--- config.mk ---
export PLATFORM = sky130hd
export DESIGN_NAME = cpu_softint_bank
export DESIGN_NICKNAME = d
export VERILOG_FILES = /design/src/rtl/softint_pkg.sv /design/src/rtl/softint_win_dec.sv /design/src/rtl/softint_pend_cell.sv /design/src/rtl/softint_rd_mux.sv /design/src/rtl/cpu_softint_bank.sv
export SDC_FILE = /design/constraint.sdc
export NUM_CORES = 1
export LEC_CHECK = 0
export ABC_CLOCK_PERIOD_IN_PS = 1700
export BUFFER_PORTS_ARGS = -buffer_cell sky130_fd_sc_hd__buf_2
export CAP_MARGIN = 30
export CORE_MARGIN = 2
export CORE_UTILIZATION = 40
export CTS_CLUSTER_SIZE = 12
export DETAILED_ROUTE_END_ITERATION = 6
export GPL_TIMING_DRIVEN = 0
export HOLD_SLACK_MARGIN = 0.06
export MAX_ROUTING_LAYER = met4
export SYNTH_ARGS = -nofsm -noshare
export SYNTH_HDL_FRONTEND = slang
export SYNTH_SLANG_ARGS = --single-unit
--- constraint.sdc ---
create_clock -name clk -period 1.7 [get_ports clk]
set_clock_uncertainty 0.05 [all_clocks]
set_input_delay 0.17 -clock clk [delete_from_list [all_inputs] [get_ports clk]]
set_output_delay 0.17 -clock clk [all_outputs]
set_load 0.05 [all_outputs]
--- src/rtl/softint_pkg.sv ---
package softint_pkg;
   localparam int unsigned WORD_W = 32;
   localparam int unsigned NLVL = 16;
   localparam logic [WORD_W-1:0] SOFT_FIELD = 32'hFFFE_0000;
   localparam logic [WORD_W-1:0] HARD_FIELD = 32'h0000_FFFE;
   localparam int unsigned ALIAS_SRC_BIT = 14;
   localparam int unsigned ALIAS_DST_BIT = 31;

   typedef enum logic [1:0] {
      WIN_STATUS = 2'd0,
      WIN_DROP   = 2'd1,
      WIN_RAISE  = 2'd2,
      WIN_SPARE  = 2'd3
   } win_e;

   function automatic logic [WORD_W-1:0] drop_value(input logic [WORD_W-1:0] d);
      logic [WORD_W-1:0] v;
      v = d;
      if (d[ALIAS_SRC_BIT]) v[ALIAS_DST_BIT] = 1'b1;
      return v & SOFT_FIELD;
   endfunction
endpackage

--- src/rtl/softint_win_dec.sv ---
module softint_win_dec
   import softint_pkg::*;
#(
   parameter int unsigned NCPU = 4,
   parameter int unsigned CW = 2
) (
   input  logic                          wr_en,
   input  logic [CW-1:0]                 wr_cpu,
   input  logic [3:0]                    wr_addr,
   input  logic [WORD_W-1:0]             wr_data,
   output logic [NCPU-1:0][WORD_W-1:0]   raise_bits,
   output logic [NCPU-1:0][WORD_W-1:0]   drop_bits
);
   win_e win;
   logic [WORD_W-1:0] raise_v, drop_v;

   always_comb begin
      win = win_e'(wr_addr[3:2]);
      raise_v = '0;
      drop_v = '0;
      if (wr_en) begin
         case (win)
            WIN_RAISE: raise_v = wr_data & SOFT_FIELD;
            WIN_DROP:  drop_v = drop_value(wr_data);
            default: ;
         endcase
      end
   end

   for (genvar c = 0; c < NCPU; c++) begin : g_cpu
      logic hit;
      assign hit = (wr_cpu == CW'(c));
      assign raise_bits[c] = hit ? raise_v : '0;
      assign drop_bits[c] = hit ? drop_v : '0;
   end
endmodule

--- src/rtl/softint_pend_cell.sv ---
module softint_pend_cell
   import softint_pkg::*;
#(
   parameter int unsigned TMR_LVL = 10
) (
   input  logic              clk,
   input  logic              rst_n,
   input  logic              src_hit,
   input  logic [3:0]        src_level,
   input  logic              src_assert,
   input  logic              tmr_in,
   input  logic [WORD_W-1:0] raise_bits,
   input  logic [WORD_W-1:0] drop_bits,
   input  logic [NLVL-1:0]   hw_lvl,
   output logic [WORD_W-1:0] pend_q,
   output logic [NLVL-1:0]   irq_q,
   output logic              tmr_rise,
   output logic              tmr_fall
);
   logic              tmr_q;
   logic [WORD_W-1:0] pend_d;
   logic [NLVL-1:0]   irq_d;

   assign tmr_rise = tmr_in & ~tmr_q;
   assign tmr_fall = ~tmr_in & tmr_q;

   always_comb begin
      pend_d = pend_q;
      if (src_hit && (src_level != 4'd0)) pend_d[src_level] = src_assert;
      if (tmr_rise) pend_d[TMR_LVL] = 1'b1;
      else if (tmr_fall) pend_d[TMR_LVL] = 1'b0;
      pend_d = (pend_d | raise_bits) & ~drop_bits;
      irq_d = (hw_lvl | pend_d[WORD_W-1:NLVL]) & HARD_FIELD[NLVL-1:0];
   end

   always_ff @(posedge clk or negedge rst_n) begin
      if (!rst_n) begin
         pend_q <= '0;
         irq_q <= '0;
         tmr_q <= 1'b0;
      end else begin
         pend_q <= pend_d;
         irq_q <= irq_d;
         tmr_q <= tmr_in;
      end
   end

   AST_RAISE_TAKES: assert property (@(posedge clk) disable iff (!rst_n)
      (|raise_bits) |=> ((pend_q & $past(raise_bits)) == $past(raise_bits)));
   AST_DROP_TAKES: assert property (@(posedge clk) disable iff (!rst_n)
      (|drop_bits) |=> ((pend_q & $past(drop_bits)) == '0));
   AST_TMR_RISE_SETS: assert property (@(posedge clk) disable iff (!rst_n)
      tmr_rise |=> pend_q[TMR_LVL]);
   AST_TMR_FALL_CLEARS: assert property (@(posedge clk) disable iff (!rst_n)
      tmr_fall |=> !pend_q[TMR_LVL]);
   AST_LVL0_QUIET: assert property (@(posedge clk) disable iff (!rst_n)
      (irq_q[0] == 1'b0) && (pend_q[0] == 1'b0) && (pend_q[NLVL] == 1'b0));
endmodule

--- src/rtl/softint_rd_mux.sv ---
module softint_rd_mux
   import softint_pkg::*;
#(
   parameter int unsigned NCPU = 4,
   parameter int unsigned CW = 2
) (
   input  logic [CW-1:0]               rd_cpu,
   input  logic [3:0]                  rd_addr,
   input  logic [NCPU-1:0][WORD_W-1:0] pend,
   output logic [WORD_W-1:0]           rd_data
);
   always_comb begin
      rd_data = '0;
      if (win_e'(rd_addr[3:2]) == WIN_STATUS) begin
         for (int c = 0; c < NCPU; c++)
            if (rd_cpu == CW'(c)) rd_data = pend[c];
      end
   end
endmodule

--- src/rtl/cpu_softint_bank.sv ---
module cpu_softint_bank
   import softint_pkg::*;
#(
   parameter int unsigned NCPU = 4,
   parameter int unsigned TMR_LVL = 10,
   localparam int unsigned CW = (NCPU > 1) ? $clog2(NCPU) : 1
) (
   input  logic                 clk,
   input  logic                 rst_n,
   input  logic                 wr_en,
   input  logic [CW-1:0]        wr_cpu,
   input  logic [3:0]           wr_addr,
   input  logic [31:0]          wr_data,
   input  logic [CW-1:0]        rd_cpu,
   input  logic [3:0]           rd_addr,
   output logic [31:0]          rd_data,
   input  logic                 src_valid,
   input  logic [3:0]           src_level,
   input  logic                 src_assert,
   input  logic [CW-1:0]        src_cpu,
   input  logic [NCPU-1:0]      tmr_in,
   input  logic [NCPU*16-1:0]   hw_lvl,
   output logic [NCPU*16-1:0]   irq_lvl,
   output logic                 tmr_sys_pend
);
   initial begin
      assert (NCPU >= 1) else $error("NCPU must be at least 1");
      assert (TMR_LVL >= 1 && TMR_LVL < NLVL) else $error("TMR_LVL out of range");
   end

   logic [NCPU-1:0][WORD_W-1:0] raise_bits, drop_bits, pend;
   logic [NCPU-1:0] rise, fall;
   logic sys_d;

   softint_win_dec #(.NCPU(NCPU), .CW(CW)) u_dec (
      .wr_en(wr_en), .wr_cpu(wr_cpu), .wr_addr(wr_addr), .wr_data(wr_data),
      .raise_bits(raise_bits), .drop_bits(drop_bits)
   );

   for (genvar c = 0; c < NCPU; c++) begin : g_cell
      softint_pend_cell #(.TMR_LVL(TMR_LVL)) u_cell (
         .clk(clk), .rst_n(rst_n),
         .src_hit(src_valid && (src_cpu == CW'(c))),
         .src_level(src_level), .src_assert(src_assert),
         .tmr_in(tmr_in[c]),
         .raise_bits(raise_bits[c]), .drop_bits(drop_bits[c]),
         .hw_lvl(hw_lvl[c*NLVL +: NLVL]),
         .pend_q(pend[c]), .irq_q(irq_lvl[c*NLVL +: NLVL]),
         .tmr_rise(rise[c]), .tmr_fall(fall[c])
      );
   end

   softint_rd_mux #(.NCPU(NCPU), .CW(CW)) u_rd (
      .rd_cpu(rd_cpu), .rd_addr(rd_addr), .pend(pend), .rd_data(rd_data)
   );

   always_comb begin
      sys_d = tmr_sys_pend;
      for (int c = 0; c < NCPU; c++) begin
         if (rise[c]) sys_d = 1'b1;
         else if (fall[c]) sys_d = 1'b0;
      end
   end

   always_ff @(posedge clk or negedge rst_n) begin
      if (!rst_n) tmr_sys_pend <= 1'b0;
      else tmr_sys_pend <= sys_d;
   end

   AST_RD_SPARE_ZERO: assert property (@(posedge clk) disable iff (!rst_n)
      (rd_addr[3:2] != 2'd0) |-> (rd_data == 32'd0));
   AST_SYS_FOLLOWS_RISE: assert property (@(posedge clk) disable iff (!rst_n)
      ((|rise) && !(|fall)) |=> tmr_sys_pend);
   AST_SYS_FOLLOWS_FALL: assert property (@(posedge clk) disable iff (!rst_n)
      ((|fall) && !(|rise)) |=> !tmr_sys_pend);
endmodule

### Word-level counts from Yosys, hierarchy flattened

Index checks and enable logic that the tools add are counted.

* word-level logic and storage cells: 117
* bits of input ports: 123
* output and inout port bits: 97
* register bits: 193

* reductions and logical operators: 15
* order comparisons: 2
* bitwise operators: 32
* eq/ne operators: 11
* muxes and demuxes: 44

Operators with widths (number)
* $mux W32: 21
* $and A32 B32 Y32: 4
* $bwmux W32: 4
* $not A32 Y32: 4
* $or A32 B32 Y32: 4
* $or A16 B16 Y16: 4
* $mux W1: 18
* $eq A2 B2 Y1 const B: 7
* $logic_and A1 B1 Y1: 9
* $and A1 B1 Y1: 8
* $eq A2 B1 Y1 const B: 4
* $logic_not A2 Y1: 4
* $not A1 Y1: 8
* $reduce_bool A8 Y1: 1
* $lt A4 B6 Y1 const B: 1
* $demux W1 S4: 1
* $ge A4 B1 Y1 const B: 1
* $reduce_bool A4 Y1: 1

### Depth between registers and ports, before layout

Gate-level depths: netlist of the first run.

* depth in word-level cells: 11
* gate-level depth with buffers: 5
* mapped depth without buffers: 5

### By module

From an unflattened synthesis of the first run, not the netlist that was laid out.

* cell total of the unflattened synthesis: 1098
* area total of the unflattened synthesis: 10463.8 um^2

By module, submodules not included
* softint_pend_cell: sequential area each 1201.2 um^2, times used 4, area each 1875.5 um^2, cells an instance 165
* softint_win_dec: sequential area each 0.0 um^2, times used 1, area each 1886.8 um^2, cells an instance 313
* softint_rd_mux: sequential area each 0.0 um^2, times used 1, area each 975.9 um^2, cells an instance 113
* cpu_softint_bank: sequential area each 25.0 um^2, times used 1, area each 98.8 um^2, cells an instance 12

### Worst setup path before layout of the first run

Ideal clock, no wire load.

* path kind: in2out
* from: in rd_cpu[1]
* to: out rd_data[10]
* buffers on the path: 1
* slack: 0.029 ns
* arrival: 1.451 ns
* data required time: 1.480 ns
* stages on the path: 3
* cell sequence: buf_1 -> mux4_2 -> nor2b_1

* cells in the longest elaborated chain, start to end: 6
* elaborated cells on any way between the ends: 9
* those cells by class: 3 x eq/ne; 5 x mux; 1 x reduce/logical

Ends and longest elaborated chain
* start: declaration: RTL line cpu_softint_bank.sv:14 `input logic [CW-1:0] rd_cpu,`
* $logic_not A2 Y1: RTL line softint_rd_mux.sv:16 `if (rd_cpu == CW'(c)) rd_data = pend[c];`
* $mux W32 (3 in series): RTL line softint_rd_mux.sv:16
* $mux W32 (*): RTL line softint_rd_mux.sv:16
* $mux W32 (*): RTL line softint_rd_mux.sv:14 `if (win_e'(rd_addr[3:2]) == WIN_STATUS) begin`
* end: declaration: RTL line cpu_softint_bank.sv:16 `output logic [31:0] rd_data,`

Mark *: on every way between the ends. The rest lies on a longest branch, timed or not.

### Worst setup path after layout of the first run

* from: reg g_cell[3].u_cell.pend_q[3]
* to: out rd_data[3]

* cells in the longest elaborated chain, start to end: 2

Ends and longest elaborated chain
* start: declaration: RTL line softint_pend_cell.sv:15 `output logic [WORD_W-1:0] pend_q,`
* start signal: assignment: RTL line softint_pend_cell.sv:42 `pend_q <= pend_d;`
* $mux W32: RTL line softint_rd_mux.sv:16
* $mux W32: RTL line softint_rd_mux.sv:14

No other way between the ends.

==> metrics.txt, run 1 <==
total track usage 0.239; cells along the critical path mux4_2 > nor2b_1 > buf_6; Hold Path Depth 3; Clock Sinks about 190; Longest Clk Path Bufs 2; Slew Limit Headroom 0.341; Yosys cell types 41; post-synthesis mux area share 0.150; Reg power frac 0.417; P&R area growth vs syn 36.9%; Max rail drop VDD ~0.55 mV; worst hold path type in2reg; status complete, but fails checks; synthesized instance count 754; num rows 54; failing checks negative setup slack; Min Hold Slack around 0.11 ns; r2r worst-path depth 3; first-pass GRT wire length between 40,000 and 50,000 um; Inserted Diodes 0; worst-path fanout max 2; FF+latch count, synth 189; endpoint type of the worst setup path primary output; worst-path cell with the longest stage delay mux4_2; Synth Cell Area 8960 sq um; Pwr Density roughly 1100 nW/um^2; largest family of logic cells by synthesized area simple AND/OR/NAND/NOR gates; largest net degree at the start of global routing about 100; LEAKAGE approximately 0.0054 uW; ratio of final minimum period to clock period 1.10; CP arrival 1.65 ns; Sw Ratio 0.331; WHS Endpoint g_cell[2].u_cell.pend_q[31]; Finished Layout Cells around 1,400; Comb pwr share 0.261; total grt overflow 0; Post-Synth Adder-Cell Area 0.0112; Avg WL per Cell between 20 and 25 um; CTS clk-pin slew, worst paths about 0.070 ns; share of layout cells above drive strength 1 0.359; sequential cell area fraction in the yosys report 0.528; Final Hold Viols 0; post-route minimum period around 1.9 ns; Via Count between 7,000 and 8,000; H-tree Lvls 4; Clock power frac 0.322; Top Ports between 200 and 250; maxcap violations 0; routability cong. between 0.8 and 0.9; worst hold path startpoint wr_data[31]; Clock Latency Late Sink around 0.43 ns; vias in the first global route about 7,600; Placed Cells 1,224; Die H 154 um; Routed WL around 27,000 um; P_sw between 4000 and 5000 uW; Crit Reg-Reg Endpoint g_cell[2].u_cell.irq_q[10]; yosys warns 0; Die ar. ~24,000 sq um; starting density of the core 0.409; RSZ-0062 raised after global routing true; RR Startpoint g_cell[2].u_cell.pend_q[26]; Max Slew Vio Count 0; initial antenna violation count 0; DR pass1 iterations 4; Largest stage delay, worst path between 0.4 and 0.5 ns; Worst Setup Slack, final -0.173 ns; Clock Tree Root clkbuf_16; dpl hpwl ~18,000 um; fmax 0.534 GHz; DRT antenna net count 0; Power Internal approximately 9000 uW; startpoint types register; WP data required 1.48 ns; number of DRC markers in iteration 0 ~400; IO buf count between 150 and 200; worst-margin pin slew a little under 1 ns; xor and xnor area share after synthesis 0; complex-gate fraction of the synthesized area 0.0987; Synth Area in Simple Gates 0.166; vias per cell 5.33; pre-CTS WS -0.324 ns; r2r setup slk between 0.2 and 0.3 ns; TritonCTS buffer count 17; Mapped Avg Cell Area about 12 sq um; Total Nets Final roughly 1,200; number of endpoints failing setup at the final stage 31; critical path class reg2out; Die Wd 154 um; core region area roughly 22,000 sq um; CTS tree yes; DRC 0
==> power groups by stage <==
| stage | logic [uW] | registers [uW] | clock network (uW) |
|---|---|---|---|
| final | 3470 | 5550 | 4290 |
| after global routing | 3710 | 5630 | 4560 |
| after CTS | 3320 | 5540 | 4400 |
| after detailed placement | 3020 | 5620 | 0 |
| after global placement | 2980 | 5620 | 0 |
| after floorplan | 1470 | 6250 | 0 |
==> critical path: cells and delay by family, from the launching register on <==
kind | cells | cell delay, ns
buffers and inverters | 1 | 0.21
flip-flops | 1 | 0.38
multiplexers | 1 | 0.48
AND/OR/NAND/NOR | 1 | 0.16
==> synthesized netlist by cell type <==
library cell | n | area (sq um)
dfrtp_1 | 189 | 4730
nor2_1 | 79 | 297
a31oi_1 | 61 | 382
o21bai_1 | 60 | 450
mux2_2 | 46 | 518
nor3_1 | 39 | 195
clkbuf_1 | 37 | 139
nor2b_1 | 33 | 206
mux4_2 | 31 | 698
nor3b_1 | 31 | 233
inv_1 | 26 | 97.6
nand2_1 | 26 | 97.6
buf_2 | 14 | 70.1
ha_1 | 8 | 100
mux2_1 | 7 | 78.8
buf_4 | 6 | 45.0
buf_6 | 5 | 56.3
nand3b_1 | 5 | 37.5
nand4_1 | 5 | 31.3
a311o_1 | 4 | 40.0
and3b_1 | 4 | 35.0
and4_1 | 4 | 35.0
nand4b_1 | 4 | 35.0
nor4b_4 | 4 | 95.1
mux2_4 | 3 | 45.0
nor3_2 | 3 | 30.0
and3_1 | 2 | 12.5
and4bb_4 | 2 | 32.5
buf_1 | 2 | 7.51
nand3_1 | 2 | 10.0
nand4bb_1 | 2 | 22.5
a21oi_1 | 1 | 5.00
and4bb_2 | 1 | 12.5
conb_1 | 1 | 3.75
nand2b_1 | 1 | 6.26
nand4_2 | 1 | 12.5
nor3b_2 | 1 | 12.5
nor4_4 | 1 | 21.3
o211ai_1 | 1 | 7.51
or2_2 | 1 | 6.26
or3b_1 | 1 | 8.76
==> worst max-delay path by stage <==
stage	from	to	cells past startpoint
floorplan	rd_cpu[1]	rd_data[10]	3
global placement	rst_n	g_cell[3].u_cell.irq_q[7]	1
detailed placement	rd_cpu[1]	rd_data[12]	5
CTS	g_cell[3].u_cell.pend_q[14]	rd_data[14]	3
global route	g_cell[1].u_cell.pend_q[3]	rd_data[3]	3
finish	g_cell[3].u_cell.pend_q[3]	rd_data[3]	3
==> per-stage QoR <==
step	power, uW	TNS, ns	area [sq um]	utilization
finish	13300	-4.11	12300	0.560
global route	13900	-5.85	12300	0.560
CTS	13300	-5.29	12000	0.550
detailed placement	8650	-7.14	10300	0.470
global placement	8600	-541.16	10200	0.468
floorplan	7720	0	8970	-
==> kinds of logic (layout without fill, tap and decap cells) <==
group                      count (synthesis)  in the layout
muxes                                     87             87
and+or+nand+nor                          252            252
AOI/OAI and AO/OA                        127            127
adders and majority gates                  8              8
buffers and inverters                     90            405
DFF                                      189            189
other                                      1              5
==> layout make-up <==
type	count	area (sq um)
Inverter	26	97.6
Tap cell	280	350
Fill cell	1940	9620
Multi-Input combinational cell	479	4020
Timing Repair Buffer	283	2090
Clock inverter	15	219
Sequential cell	189	4730
Clock buffer	17	425
Buffer	64	335
==> state kept, by name, indices dropped and copies added, names as in the netlist <==
signal and count:
g_cell.u_cell.pend_q 124, g_cell.u_cell.irq_q 60, g_cell.u_cell.tmr_q 4, tmr_sys_pend 1
==> cells in the final DEF, fill, tap and decap left out, drive strengths merged, types with 33 or more instances in the layout <==
master and count:
dlygate4sd3 80, nor3 42, inv 33, o21bai 60
dfrtp 189, buf 229, nor2b 33, clkbuf 55
nor2 79, a31oi 61, mux2 56
==> routing by layer <==
layer,up-vias,wire length [um],global-route usage
met1,3587,11400,0.297
met5,-,0,-
met2,267,13500,0.391
li1,3316,-,-
met3,37,1750,0.0493
met4,0,515,0.0773
==> repair_timing <==
item,4_1_cts,5_1_grt
endpoints found under the setup margin,31,32
hold buffers,80,0
pin swaps,0,0
setup buffers,7,10
gates resized for setup,80,51
hold endpoints to repair,217,0
Note: power is estimated with default switching activity, not from simulation.
==> run 2: changes to the inputs <==
--- a/config.mk
+++ b/config.mk
@@ -15,6 +15,8 @@
 export GPL_TIMING_DRIVEN = 0
 export HOLD_SLACK_MARGIN = 0.06
 export MAX_ROUTING_LAYER = met4
+export REMOVE_ABC_BUFFERS = 1
+export SETUP_SLACK_MARGIN = 0.2
 export SYNTH_ARGS = -nofsm -noshare
 export SYNTH_HDL_FRONTEND = slang
 export SYNTH_SLANG_ARGS = --single-unit
==> run 2 against run 1 <==
  * The flow still finishes with violations (negative setup slack)
  * Fmax grew 1.4%
  * Utilization shrank 0.47 points
  * Largest power group unchanged
  * Non-clock buffer count shrank 38
  * Sequential power is essentially flat
  * Critical endpoint is now rd_data[19]
  * Worst setup slack gained 0.026 ns
  * Sequential cell count is the same
  * Global-route usage shrank 1.9 points
  * Die area is the same
  * Routed wire length shrank 9.1%
  * Via count shrank 2.5%
  * Design area shrank 0.84%
==> metrics.txt, run 2 (same netlist as run 1, synthesis figures left out) <==
Routed WL 24,700 um (-9.1%); H-tree Lvls 4 (unchanged); routability cong. 0.795 (-3.8%); CTS tree yes; ratio of final minimum period to clock period 1.09 (-0.0154); r2r setup slk 0.49 ns (+0.21 ns); Largest stage delay, worst path 0.47 ns (about the same); M3 GR Usage 0.0569 (+0.00761); DRT antenna net count 0 (unchanged); RSZ-0062 raised after global routing true; Final Hold Viols 0 (unchanged); DR pass1 iterations 5 (+1); r2r worst-path depth 4 (+1); post-route minimum period 1.85 ns (-0.0261 ns); Via Count 7,028 (-2.5%); share of layout cells above drive strength 1 0.365 (+0.00580); first-pass GRT wire length 39,900 um (-4.7%); status complete, but fails checks; vias per cell 5.35 (+0.41%); Clock Latency Late Sink 0.43 ns (about the same); DRC 0 (unchanged); max reg flops 124 (unchanged); num rows 54 (unchanged); largest reg by FF count g_cell.u_cell.pend_q; IO buf count 190 (+2.7%); Clock Tree Root clkbuf_16; Clock Sinks 189 (unchanged); CTS clk-pin slew, worst paths 0.08 ns (about the same); WP data required 1.48 ns (about the same); Die ar. 23,600 sq um (unchanged); Slew Limit Headroom 0.354 (+0.0132); gr busiest metal met2; worst hold path type in2reg; worst-path cell with the longest stage delay mux4_2; core region area 21,900 sq um (unchanged); TritonCTS buffer count 17 (unchanged); number of DRC markers in iteration 0 308 (-22%); Die H 154 um (unchanged); worst-margin pin slew 0.969 ns (-0.0198 ns); cells along the critical path mux4_2 > nor2b_4 > buf_8; number of endpoints failing setup at the final stage 31 (unchanged); Max rail drop VDD 0.735 mV (+34%); Total Nets Final 1,153 (-3.2%); critical path class reg2out; Avg WL per Cell 18.8 um (-6.4%); dpl hpwl 15,100 um (-16%); starting density of the core 0.409 (unchanged); Hold Path Depth 4 (+1); CP arrival 1.63 ns (-0.02 ns); CP Depth 3 (unchanged); endpoint type of the worst setup path primary output; Finished Layout Cells 1,314 (-2.9%); Longest Clk Path Bufs 2 (unchanged); total track usage 0.220 (-0.0185); delay-heaviest family, CP multiplexers; fin util 0.556 (-0.00469); GRT met2 Usage 0.354 (-0.0372); worst-path fanout max 2 (unchanged); commonest non-fill, non-tap cell in the layout dfrtp_1; Placed Cells 1,171 (-4.3%); initial antenna violation count 0 (unchanged); most used cells in the layout excluding fill and tap cells dfrtp_1 (189), buf_2 (156), dlygate4sd3_1 (80), nor2_1 (79), a31oi_1 (61); Inserted Diodes 0 (unchanged); Pwr Density 1100 nW/um^2 (+1.4%); startpoint types register; largest net degree at the start of global routing 103 (unchanged); failing checks negative setup slack; met1 Use GR 0.276 (-0.0213); P&R area growth vs syn 35.8%; Regs by FF count g_cell.u_cell.pend_q (124), g_cell.u_cell.irq_q (60), g_cell.u_cell.tmr_q (4); LEAKAGE 0.00540 uW (-0.76%); Max Slew Vio Count 0 (unchanged); Top Ports 220 (unchanged); Worst Setup Slack, final -0.147 ns (+0.0261 ns); maxcap violations 0 (unchanged); vias in the first global route 7,465 (-1.2%); fmax 0.541 GHz (+1.4%); total grt overflow 0 (unchanged); Die Wd 154 um (unchanged); sum of buffers and inverters on the critical path 1 (unchanged)
## run 2: cell count changes in the layout (fill, tap and decap cells not counted), moves of 3 or more
cell / change
clkbuf_1: -33
buf_6: -5
clkinv_8: -5
buf_4: +6
nor2b_4: -7
buf_8: +3
clkbuf_2: -4
buf_2: -9
buf_12: +4
nor2b_1: +5
## run 2: path summary, 6_finish.rpt
path                                                    end                         from
worst min-delay path            g_cell[2].u_cell.pend_q[31]                  wr_data[14]
worst min register to register   g_cell[0].u_cell.pend_q[0]   g_cell[0].u_cell.pend_q[0]
min in group asynchronous            g_cell[0].u_cell.tmr_q                        rst_n
worst max-delay path                            rd_data[19]  g_cell[3].u_cell.pend_q[19]
max in group asynchronous       g_cell[1].u_cell.pend_q[30]                        rst_n
worst max register to register  g_cell[1].u_cell.pend_q[10]       g_cell[1].u_cell.tmr_q
## run 2: cell type report
class | count | area, sq um
clock buffers | 17 | 425
clock inverters | 14 | 204
fillers | 1885 | 9730
inverters | 26 | 97.6
multi-input cells | 479 | 3980
flip-flops and latches | 189 | 4730
well taps | 280 | 350
repair buffers | 309 | 2370
## run 2: report_power, final
part / switching, uW / internal [uW] / leakage, uW / total (uW)
logic: 2020 / 1460 / 0.00280 / 3490
registers: 327 / 5210 / 0.00229 / 5540
clock network: 1860 / 2500 / 0.000309 / 4360
## run 2: routing by layer
metal	routed length, um	up-vias	part of all wire
li1	-	3237	-
met1	10500	3524	0.43
met2	12100	240	0.49
met3	1660	27	0.067
met4	342	0	0.014
met5	0	-	0
## run 2: per-stage QoR
step | power [uW] | worst slack, ns | TNS (ns) | cell area [sq um] | hold slack, ns
floorplan | 7610 | -1.08 | -126.65 | 8660 | -0.176
CTS | 13300 | -0.168 | -4.65 | 11900 | 0.116
detailed placement | 8590 | -0.469 | -20.10 | 10100 | 0.177
global route | 14000 | -0.206 | -5.84 | 12200 | 0.168
finish | 13400 | -0.147 | -3.76 | 12200 | 0.139
global placement | 8510 | -2.94 | -898.49 | 9960 | 0.260
## run 2: repair_timing
item / CTS / global route
resized for setup: 88 / 21
endpoints found under the setup margin: 33 / 55
pin swaps: 1 / 1
hold endpoints to repair: 201 / 0
setup buffers: 11 / 20
hold buffers: 80 / 0
## run 2: worst reg2reg max path, delay by kind of cell, from the launching register on
| kind | cells | cell delay (ns) |
|---|---|---|
| AND/OR/NAND/NOR | 1 | 0.16 |
| flip-flops | 1 | 0.36 |
| AO/OA/AOI/OAI | 1 | 0.30 |
| adder cells (fa/ha/maj) | 1 | 0.18 |
| buffers and inverters | 1 | 0.05 |
